**config.mk**
```make
export PLATFORM = sky130hd
export DESIGN_NAME = dpg_ctrl
export DESIGN_NICKNAME = d
export VERILOG_FILES = /design/src/rtl/dpg_pkg.sv /design/src/rtl/dpg_mode_bank.sv /design/src/rtl/dpg_pad_mux.sv /design/src/rtl/dpg_in_sync.sv /design/src/rtl/dpg_ctrl.sv
export SDC_FILE = /design/constraint.sdc
export NUM_CORES = 1
export LEC_CHECK = 0
export BUFFER_PORTS_ARGS = -buffer_cell sky130_fd_sc_hd__buf_2
export CAP_MARGIN = 15
export CORE_ASPECT_RATIO = 0.6
export CORE_MARGIN = 5
export CORE_UTILIZATION = 55
export DETAILED_ROUTE_END_ITERATION = 16
export GPL_ROUTABILITY_DRIVEN = 0
export PLACE_DENSITY_LB_ADDON = 0.25
export SYNTH_ARGS = -nofsm -noshare
export SYNTH_HDL_FRONTEND = slang
export SYNTH_SLANG_ARGS = --single-unit
```
**constraint.sdc**
```tcl
create_clock -name clk -period 5.05 [get_ports clk]
set_input_delay 1.2625 -clock clk [delete_from_list [all_inputs] [get_ports clk]]
set_output_delay 1.2625 -clock clk [all_outputs]
set_load 0.01 [all_outputs]
```
**src/rtl/dpg_pkg.sv**
```systemverilog
package dpg_pkg;

  typedef enum logic [1:0] {
    PM_HIZ  = 2'b00,
    PM_LOW  = 2'b01,
    PM_HIGH = 2'b10,
    PM_FUNC = 2'b11
  } pin_mode_e;

  localparam int unsigned REG_AW = 3;

  localparam logic [REG_AW-1:0] A_PINLVL  = 3'd0;
  localparam logic [REG_AW-1:0] A_MLO     = 3'd1;
  localparam logic [REG_AW-1:0] A_MLO_SET = 3'd2;
  localparam logic [REG_AW-1:0] A_MLO_CLR = 3'd3;
  localparam logic [REG_AW-1:0] A_MHI     = 3'd4;
  localparam logic [REG_AW-1:0] A_MHI_SET = 3'd5;
  localparam logic [REG_AW-1:0] A_MHI_CLR = 3'd6;

endpackage

```
**src/rtl/dpg_mode_bank.sv**
```systemverilog
module dpg_mode_bank #(
  parameter int unsigned N_PINS = 12
) (
  input  logic              clk,
  input  logic              rst_n,
  input  logic              set_lo,
  input  logic              clr_lo,
  input  logic              set_hi,
  input  logic              clr_hi,
  input  logic [N_PINS-1:0] mask,
  output logic [N_PINS-1:0] mode_lo,
  output logic [N_PINS-1:0] mode_hi
);

  localparam int unsigned N_PLANES = 2;

  logic [N_PLANES-1:0][N_PINS-1:0] plane_q;
  logic [N_PLANES-1:0][N_PINS-1:0] plane_d;
  logic [N_PLANES-1:0]             set_v;
  logic [N_PLANES-1:0]             clr_v;

  assign set_v = {set_hi, set_lo};
  assign clr_v = {clr_hi, clr_lo};

  for (genvar p = 0; p < N_PLANES; p++) begin : g_plane
    always_comb begin
      plane_d[p] = plane_q[p];
      if (set_v[p]) begin
        plane_d[p] = plane_q[p] | mask;
      end else if (clr_v[p]) begin
        plane_d[p] = plane_q[p] & ~mask;
      end
    end

    always_ff @(posedge clk or negedge rst_n) begin
      if (!rst_n) begin
        plane_q[p] <= '0;
      end else if (set_v[p] || clr_v[p]) begin
        plane_q[p] <= plane_d[p];
      end
    end
  end

  assign mode_lo = plane_q[0];
  assign mode_hi = plane_q[1];

endmodule

```
**src/rtl/dpg_pad_mux.sv**
```systemverilog
module dpg_pad_mux
  import dpg_pkg::*;
#(
  parameter int unsigned N_PINS = 12,
  parameter int unsigned N_DUAL = 8
) (
  input  logic [N_PINS-1:0] mode_lo,
  input  logic [N_PINS-1:0] mode_hi,
  input  logic [N_DUAL-1:0] per_out,
  input  logic [N_DUAL-1:0] per_oe,
  output logic [N_PINS-1:0] pad_out,
  output logic [N_PINS-1:0] pad_oe
);

  for (genvar i = 0; i < N_PINS; i++) begin : g_pin
    pin_mode_e mode;
    assign mode = pin_mode_e'({mode_hi[i], mode_lo[i]});

    if (i < N_DUAL) begin : g_dual
      always_comb begin
        unique case (mode)
          PM_LOW:  begin pad_oe[i] = 1'b1;      pad_out[i] = 1'b0;       end
          PM_HIGH: begin pad_oe[i] = 1'b1;      pad_out[i] = 1'b1;       end
          PM_FUNC: begin pad_oe[i] = per_oe[i]; pad_out[i] = per_out[i]; end
          default: begin pad_oe[i] = 1'b0;      pad_out[i] = 1'b0;       end
        endcase
      end
    end else begin : g_gpio_only
      always_comb begin
        unique case (mode)
          PM_LOW:  begin pad_oe[i] = 1'b1; pad_out[i] = 1'b0; end
          PM_HIGH: begin pad_oe[i] = 1'b1; pad_out[i] = 1'b1; end
          default: begin pad_oe[i] = 1'b0; pad_out[i] = 1'b0; end
        endcase
      end
    end
  end

endmodule

```
**src/rtl/dpg_in_sync.sv**
```systemverilog
module dpg_in_sync #(
  parameter int unsigned N_PINS = 12
) (
  input  logic              clk,
  input  logic              rst_n,
  input  logic [N_PINS-1:0] async_in,
  output logic [N_PINS-1:0] sync_out
);

  logic [N_PINS-1:0] stage1_q;
  logic [N_PINS-1:0] stage2_q;

  always_ff @(posedge clk or negedge rst_n) begin
    if (!rst_n) begin
      stage1_q <= '0;
      stage2_q <= '0;
    end else begin
      stage1_q <= async_in;
      stage2_q <= stage1_q;
    end
  end

  assign sync_out = stage2_q;

endmodule

```
**src/rtl/dpg_ctrl.sv**
```systemverilog
module dpg_ctrl
  import dpg_pkg::*;
#(
  parameter int unsigned N_PINS = 12,
  parameter int unsigned N_DUAL = 8
) (
  input  logic              clk,
  input  logic              rst_n,
  input  logic              bus_we,
  input  logic              bus_re,
  input  logic [REG_AW-1:0] bus_addr,
  input  logic [N_PINS-1:0] bus_wdata,
  output logic [N_PINS-1:0] bus_rdata,
  input  logic [N_DUAL-1:0] per_out,
  input  logic [N_DUAL-1:0] per_oe,
  output logic [N_PINS-1:0] pad_out,
  output logic [N_PINS-1:0] pad_oe,
  input  logic [N_PINS-1:0] pad_in
);

  localparam int unsigned RST_STAGES = 2;

  logic [RST_STAGES-1:0] rst_pipe_q;
  logic                  rst_n_int;
  logic [N_PINS-1:0]     mode_lo;
  logic [N_PINS-1:0]     mode_hi;
  logic [N_PINS-1:0]     pin_lvl;
  logic [N_PINS-1:0]     rdata_d;
  logic [N_PINS-1:0]     rdata_q;
  logic                  wr_set_lo, wr_clr_lo, wr_set_hi, wr_clr_hi;

  // reset: asserted at once, released after RST_STAGES edges
  always_ff @(posedge clk or negedge rst_n) begin
    if (!rst_n) begin
      rst_pipe_q <= '0;
    end else begin
      rst_pipe_q <= {rst_pipe_q[RST_STAGES-2:0], 1'b1};
    end
  end
  assign rst_n_int = rst_pipe_q[RST_STAGES-1];

  // write decode
  always_comb begin
    wr_set_lo = bus_we && (bus_addr == A_MLO_SET);
    wr_clr_lo = bus_we && (bus_addr == A_MLO_CLR);
    wr_set_hi = bus_we && (bus_addr == A_MHI_SET);
    wr_clr_hi = bus_we && (bus_addr == A_MHI_CLR);
  end

  dpg_mode_bank #(.N_PINS(N_PINS)) u_bank (
    .clk     (clk),
    .rst_n   (rst_n_int),
    .set_lo  (wr_set_lo),
    .clr_lo  (wr_clr_lo),
    .set_hi  (wr_set_hi),
    .clr_hi  (wr_clr_hi),
    .mask    (bus_wdata),
    .mode_lo (mode_lo),
    .mode_hi (mode_hi)
  );

  dpg_pad_mux #(.N_PINS(N_PINS), .N_DUAL(N_DUAL)) u_mux (
    .mode_lo (mode_lo),
    .mode_hi (mode_hi),
    .per_out (per_out),
    .per_oe  (per_oe),
    .pad_out (pad_out),
    .pad_oe  (pad_oe)
  );

  dpg_in_sync #(.N_PINS(N_PINS)) u_sync (
    .clk      (clk),
    .rst_n    (rst_n_int),
    .async_in (pad_in),
    .sync_out (pin_lvl)
  );

  // read path
  always_comb begin
    rdata_d = rdata_q;
    if (bus_re) begin
      unique case (bus_addr)
        A_PINLVL: rdata_d = pin_lvl;
        A_MLO:    rdata_d = mode_lo;
        A_MHI:    rdata_d = mode_hi;
        default:  rdata_d = '0;
      endcase
    end
  end

  always_ff @(posedge clk or negedge rst_n_int) begin
    if (!rst_n_int) begin
      rdata_q <= '0;
    end else if (bus_re) begin
      rdata_q <= rdata_d;
    end
  end

  assign bus_rdata = rdata_q;

endmodule

```
==> results of run 1 <==
-- cells in the final DEF, fill, tap and decap left out --
| cell type | n |
|---|---|
| nor3b_1 | 1 |
| conb_1 | 1 |
| buf_4 | 1 |
| clkbuf_1 | 2 |
| and3b_1 | 1 |
| nand3b_1 | 10 |
| o21a_1 | 9 |
| o21ai_0 | 3 |
| a31oi_1 | 12 |
| ha_1 | 28 |
| nor3b_2 | 1 |
| and4bb_2 | 1 |
| clkbuf_8 | 10 |
| nand2_1 | 4 |
| mux2i_1 | 9 |
| a21o_1 | 16 |
| mux2_2 | 3 |
| a21oi_1 | 28 |
| a22oi_1 | 3 |
| nor2_1 | 8 |
| o22ai_1 | 9 |
| bufinv_16 | 2 |
| buf_2 | 82 |
| inv_1 | 36 |
| clkinv_2 | 2 |
| nand2_2 | 1 |
| and4b_1 | 1 |
| dfrtp_2 | 1 |
| dfrtp_1 | 61 |
| a22o_1 | 4 |
-- final timing paths --
path                               startpoint                 end  slack (ps)  cells past startpoint
min reg2reg                     rst_pipe_q[1]  u_sync.stage1_q[6]         240                      0
max                                 per_oe[6]           pad_oe[6]        2110                      4
min                             rst_pipe_q[1]  u_sync.stage1_q[6]         240                      0
max in group asynchronous       rst_pipe_q[1]  u_sync.sync_out[7]        3950                      1
max reg2reg                     rst_pipe_q[1]  u_sync.sync_out[7]        3950                      1
min in group clk           u_sync.stage1_q[2]  u_sync.sync_out[2]         350                      0
-- where the power goes --
| group | switching (mW) | internal [mW] |
|---|---|---|
| clock | 0.185 | 0.290 |
| combinational | 0.199 | 0.172 |
| sequential | 0.0598 | 0.558 |
| total | 0.444 | 1.02 |
-- area by class of cell --
cell class | count | area, sq um | share of cell area (%)
Multi-Input combinational cell | 153 | 1187 | 33.07
Inverter | 36 | 135.1 | 3.763
Sequential cell | 62 | 1553 | 43.24
Clock buffer | 12 | 145.1 | 4.042
Timing Repair Buffer | 83 | 417.9 | 11.64
Tap cell | 66 | 82.58 | 2.300
Clock inverter | 4 | 70.07 | 1.951
-- stage by stage --
stage | util [%] | area, sq um | hold WS [ps]
floorplan | - | 2963 | 331.2
global placement | 65.80 | 3376 | 250.2
detailed placement | 65.80 | 3376 | 260.3
CTS | 70.00 | 3591 | 265.3
global route | 70.00 | 3591 | 298.8
finish | 70.00 | 3591 | 240.2
-- metal layers --
metal / vias up / global-route usage (%)
met2: 92 / 31.19
met3: 4 / 8.132
met5: - / 0
met4: 0 / 5.742
met1: 1010 / 25.22
li1: 1073 / -
-- logic make-up (layout without fill, tap and decap cells) --
group,after synthesis,count (layout)
adder cells (fa/ha/maj),28,28
other,1,1
multiplexers,12,12
AO/OA/AOI/OAI,84,84
AND/OR/NAND/NOR,28,28
flip-flops,62,62
buffers and inverters,48,135
==> run summary, run 1 <==
Initial Utilization - 57.76%
most frequent CP cell - buf_2
Site Rows - 20
register area share after synthesis - 52.36%
area grow syn2layout - 21.20%
area leader, netlist - dfrtp_1
CP endpoint kind - primary output
post-cts hold buffer count - 0
die area - 7003 sq um
Die Y - 66.85 um
Fmax - 0.3400 GHz
DRC viols - 0
non-filler cells, final - 416
remaining antenna violation count - 0
Worst Path Max Fanout - 1
Post-Syn Nets - 338
Synth Cell Area - 2963 sq um
Synth Area in Adders - 11.82%
Worst-Margin Slew - 893.3 ps
Tmin final - 2941 ps
post-CTS sizing - 0
WL/cell - 15.69 um
vias in the first global route - 2,239
Post-Synth Simple-Gate Area - 5.997%
grt total ovfl - 0
Max Used Layer - met4
post-synthesis mux area share - 4.181%
worst skew pair latency - 340 ps
top cells by instance count after synthesis - dfrtp_1 (62), inv_1 (36), a21oi_1 (28), ha_1 (28), a21o_1 (16)
fillcell total - 359
Clock Tree Buf Depth - 2
Clock Sinks - 62
vias - 2,179
clock root buffer - clkbuf_8
kind of critical path - in2out
largest net degree at the start of global routing - 38
setup_tns - 0 ps
Final WS setup - 2109 ps
compound-gate portion of the synthesized area - 17.95%
Synth warnings - 0
Buffers on Ports - 82
Async SR Flop Fraction - 100.0%
WP data required - 3790 ps
initial antenna violation count - 0
DR WL met3 - 627 um
max-slew violation count - 0
Yosys cell types - 27
vias per cell - 5.238
worst slack, placed - 2061 ps
Met2 Routed Length - 2978 um
Placed Cells incl. Taps - 400
Final nets - 420
top-count cell post-synth - dfrtp_1
unrepaired setup endpoints after global routing - false
io pins - 83
Hold Path Class - reg2async
cell family with most CP delay - buffers and inverters
Worst path max stage delay - 140 ps
ANT cells - 0
Post-Syn Area per Cell - 11.27 sq um
layout cells sized above 1 - 29.71%
fin crit share - 58.24%
Die W - 104.8 um
first-pass GRT wire length - 10,700 um
ys flop type - dfrtp_1
CP Buf/Inv Count - 2
drt initial violations - 133
synth top area cells - dfrtp_1 (52%), ha_1 (12%), a21oi_1 (4.7%)
Max-slew headroom - 40.45%
Core Region - 5130 sq um
Worst-path clk slew - 60 ps
CTS tree - yes
Post-CTS Setup Bufs - 0
critical path's slowest cell - a21oi_1
Setup crit start kind - primary input
Total Power - 1.464 mW
worst-case clock skew - 5.501 ps
crit-path cells - buf_2, a21oi_1, nor2_1, buf_2
CTS buffer count - 9
GRT Total Usage - 19.78%
Max-Cap Viols - 0
largest family of logic cells by synthesized area - compound AO/OA/AOI/OAI gates
Post-synth EDFFs - 0
Yosys reg bits - 62
status - finished, final reports clean
drt total wl - 6529 um
Final setup viols - 0
top-area cell type share of the netlist area - 52.36%
WP data arrival - 1680 ps
DRT met1 WL - 2906 um
Lkg Pwr - 1.941 nW
cells after synthesis - 263
VDD IR max - 0.0002162 V
post-DP HPWL - 4676 um
Post-Synth XOR/XNOR Area - 0%
Final Hold Fails - 0
H-tree levels - 3
First-pass DRT Iterations - 4
PwrDens - 407.7 nW/um^2
Power figures use the tool's default switching activity.
==> inputs of run 2 (changes only) <==
CORE_UTILIZATION = 52   (was 55)
clock period = 2.8 ns   (was 5.05 ns; I/O delays follow)
==> run summary, run 2 (same netlist as run 1, synthesis figures left out) <==
post-CTS sizing - 0 (unchanged)
Site Rows - 21 (+5.0%)
layout cells sized above 1 - 30.68% (+0.97 points)
Setup crit start kind - register
Die W - 107.5 um (+2.6%)
Max-Cap Viols - 0 (unchanged)
Clock Sinks - 62 (unchanged)
fin crit share - 76.39%
H-tree levels - 3 (unchanged)
DRC viols - 0 (unchanged)
post-DP HPWL - 4557 um (-2.5%)
vias per cell - 5.079 (-3.0%)
critical path's slowest cell - dfrtp_1
CP Buf/Inv Count - 2 (unchanged)
io pins - 83 (unchanged)
Initial Utilization - 53.44% (-4.3 points)
Worst Path Max Fanout - 4 (+3)
worst-case clock skew - 5.728 ps (+0.2278 ps)
CTS tree - yes
WL/cell - 14.68 um (-6.5%)
ANT cells - 0 (unchanged)
Final nets - 422 (+0.48%)
commonest cells after routing, fill and taps aside - buf_2 (82), dfrtp_1 (61), inv_1 (36), a21oi_1 (28), ha_1 (28)
drt total wl - 6341 um (-2.9%)
post-cts hold buffer count - 0 (unchanged)
status - finished, final reports clean
VDD IR max - 0.0003654 V (+69%)
R2R cell count - 1 (unchanged)
drt initial violations - 145 (+9.0%)
First-pass DRT Iterations - 4 (unchanged)
clock root buffer - clkbuf_8
PwrDens - 725.4 nW/um^2 (+78%)
grt total ovfl - 0 (unchanged)
CTS buffer count - 9 (unchanged)
Final setup viols - 0 (unchanged)
Final Hold Fails - 0 (unchanged)
CP endpoint kind - primary output
Worst-Margin Slew - 853.7 ps (-39.57 ps)
setup_tns - 0 ps (unchanged)
Worst path max stage delay - 400 ps (+260 ps)
WP data arrival - 1440 ps (-240 ps)
remaining antenna violation count - 0 (unchanged)
initial antenna violation count - 0 (unchanged)
Core Region - 5544 sq um (+8.1%)
most common cell after layout, fill and taps aside - buf_2
Tmin final - 2139 ps
kind of critical path - reg2out
vias in the first global route - 2,144 (-4.2%)
vias - 2,194 (+0.69%)
Die Y - 68.47 um (+2.4%)
max-slew violation count - 0 (unchanged)
Fmax - 0.4675 GHz
GRT Total Usage - 18.63% (-1.2 points)
non-filler cells, final - 432 (+3.8%)
Worst-path clk slew - 70 ps (about the same)
crit-path cells - inv_1, ha_1, a21oi_1, nor2_1, buf_2
fillcell total - 456 (+27%)
WP data required - 2100 ps (-1690 ps)
r2r setup slk - 1620 ps (-2330 ps)
Buffers on Ports - 82 (unchanged)
Post-CTS Setup Bufs - 0 (unchanged)
Lkg Pwr - 1.949 nW (+0.42%)
first-pass GRT wire length - 10,260 um (-4.1%)
worst skew pair latency - 340 ps (about the same)
unrepaired setup endpoints after global routing - false
cell family with most CP delay - flip-flops
worst reg2reg path startpoint - rst_pipe_q[1]
Hold Path Class - in2async
Max-slew headroom - 43.08% (+2.6 points)
die area - 7357 sq um (+5.1%)
Clock Tree Buf Depth - 2 (unchanged)
area grow syn2layout - 22.55%
largest net degree at the start of global routing - 40 (+5.3%)
Placed Cells incl. Taps - 416 (+4.0%)
==> run 2: final cells by class <==
type	count	area, sq um	share of cell area [%]
Multi-Input combinational cell	153	1187	32.70
Clock buffer	10	137.6	3.790
Sequential cell	62	1553	42.76
Inverter	36	135.1	3.722
Timing Repair Buffer	85	432.9	11.92
Tap cell	80	100.1	2.757
Clock inverter	6	85.08	2.343
==> run 2: power by group <==
group / internal (mW) / switching, mW
clock: 0.521 / 0.346
combinational: 0.309 / 0.342
sequential: 1.01 / 0.109
==> run 2: worst max-delay path by stage <==
stage | start | to | depth (start not counted)
floorplan | rst_pipe_q[1] | async pin | 0
global placement | bus_addr[2] | register | 4
detailed placement | bus_addr[2] | register | 4
CTS | register | pad_oe[7] | 5
global route | register | pad_oe[7] | 5
finish | register | pad_oe[6] | 5
==> run 2: stage by stage <==
stage	total power [mW]	util [%]	hold WS [ps]	setup WS, ps	area [sq um]
floorplan	1.529	-	331.2	945.9	2963
global placement	1.756	61.48	332.6	704.7	3408
detailed placement	1.787	61.48	336.3	619.0	3408
CTS	2.660	65.49	116.9	650.0	3631
global route	2.799	65.49	96.76	549.6	3631
finish	2.634	65.49	123.5	661.1	3631
==> run 2: layer usage <==
layer | share of wire [%] | global-route usage (%) | up-vias
met5 | 0 | 0 | -
met1 | 46 | 23.63 | 1038
li1 | - | - | 1075
met4 | 0.93 | 6.142 | 0
met3 | 8.4 | 8.011 | 8
met2 | 45 | 29.13 | 73
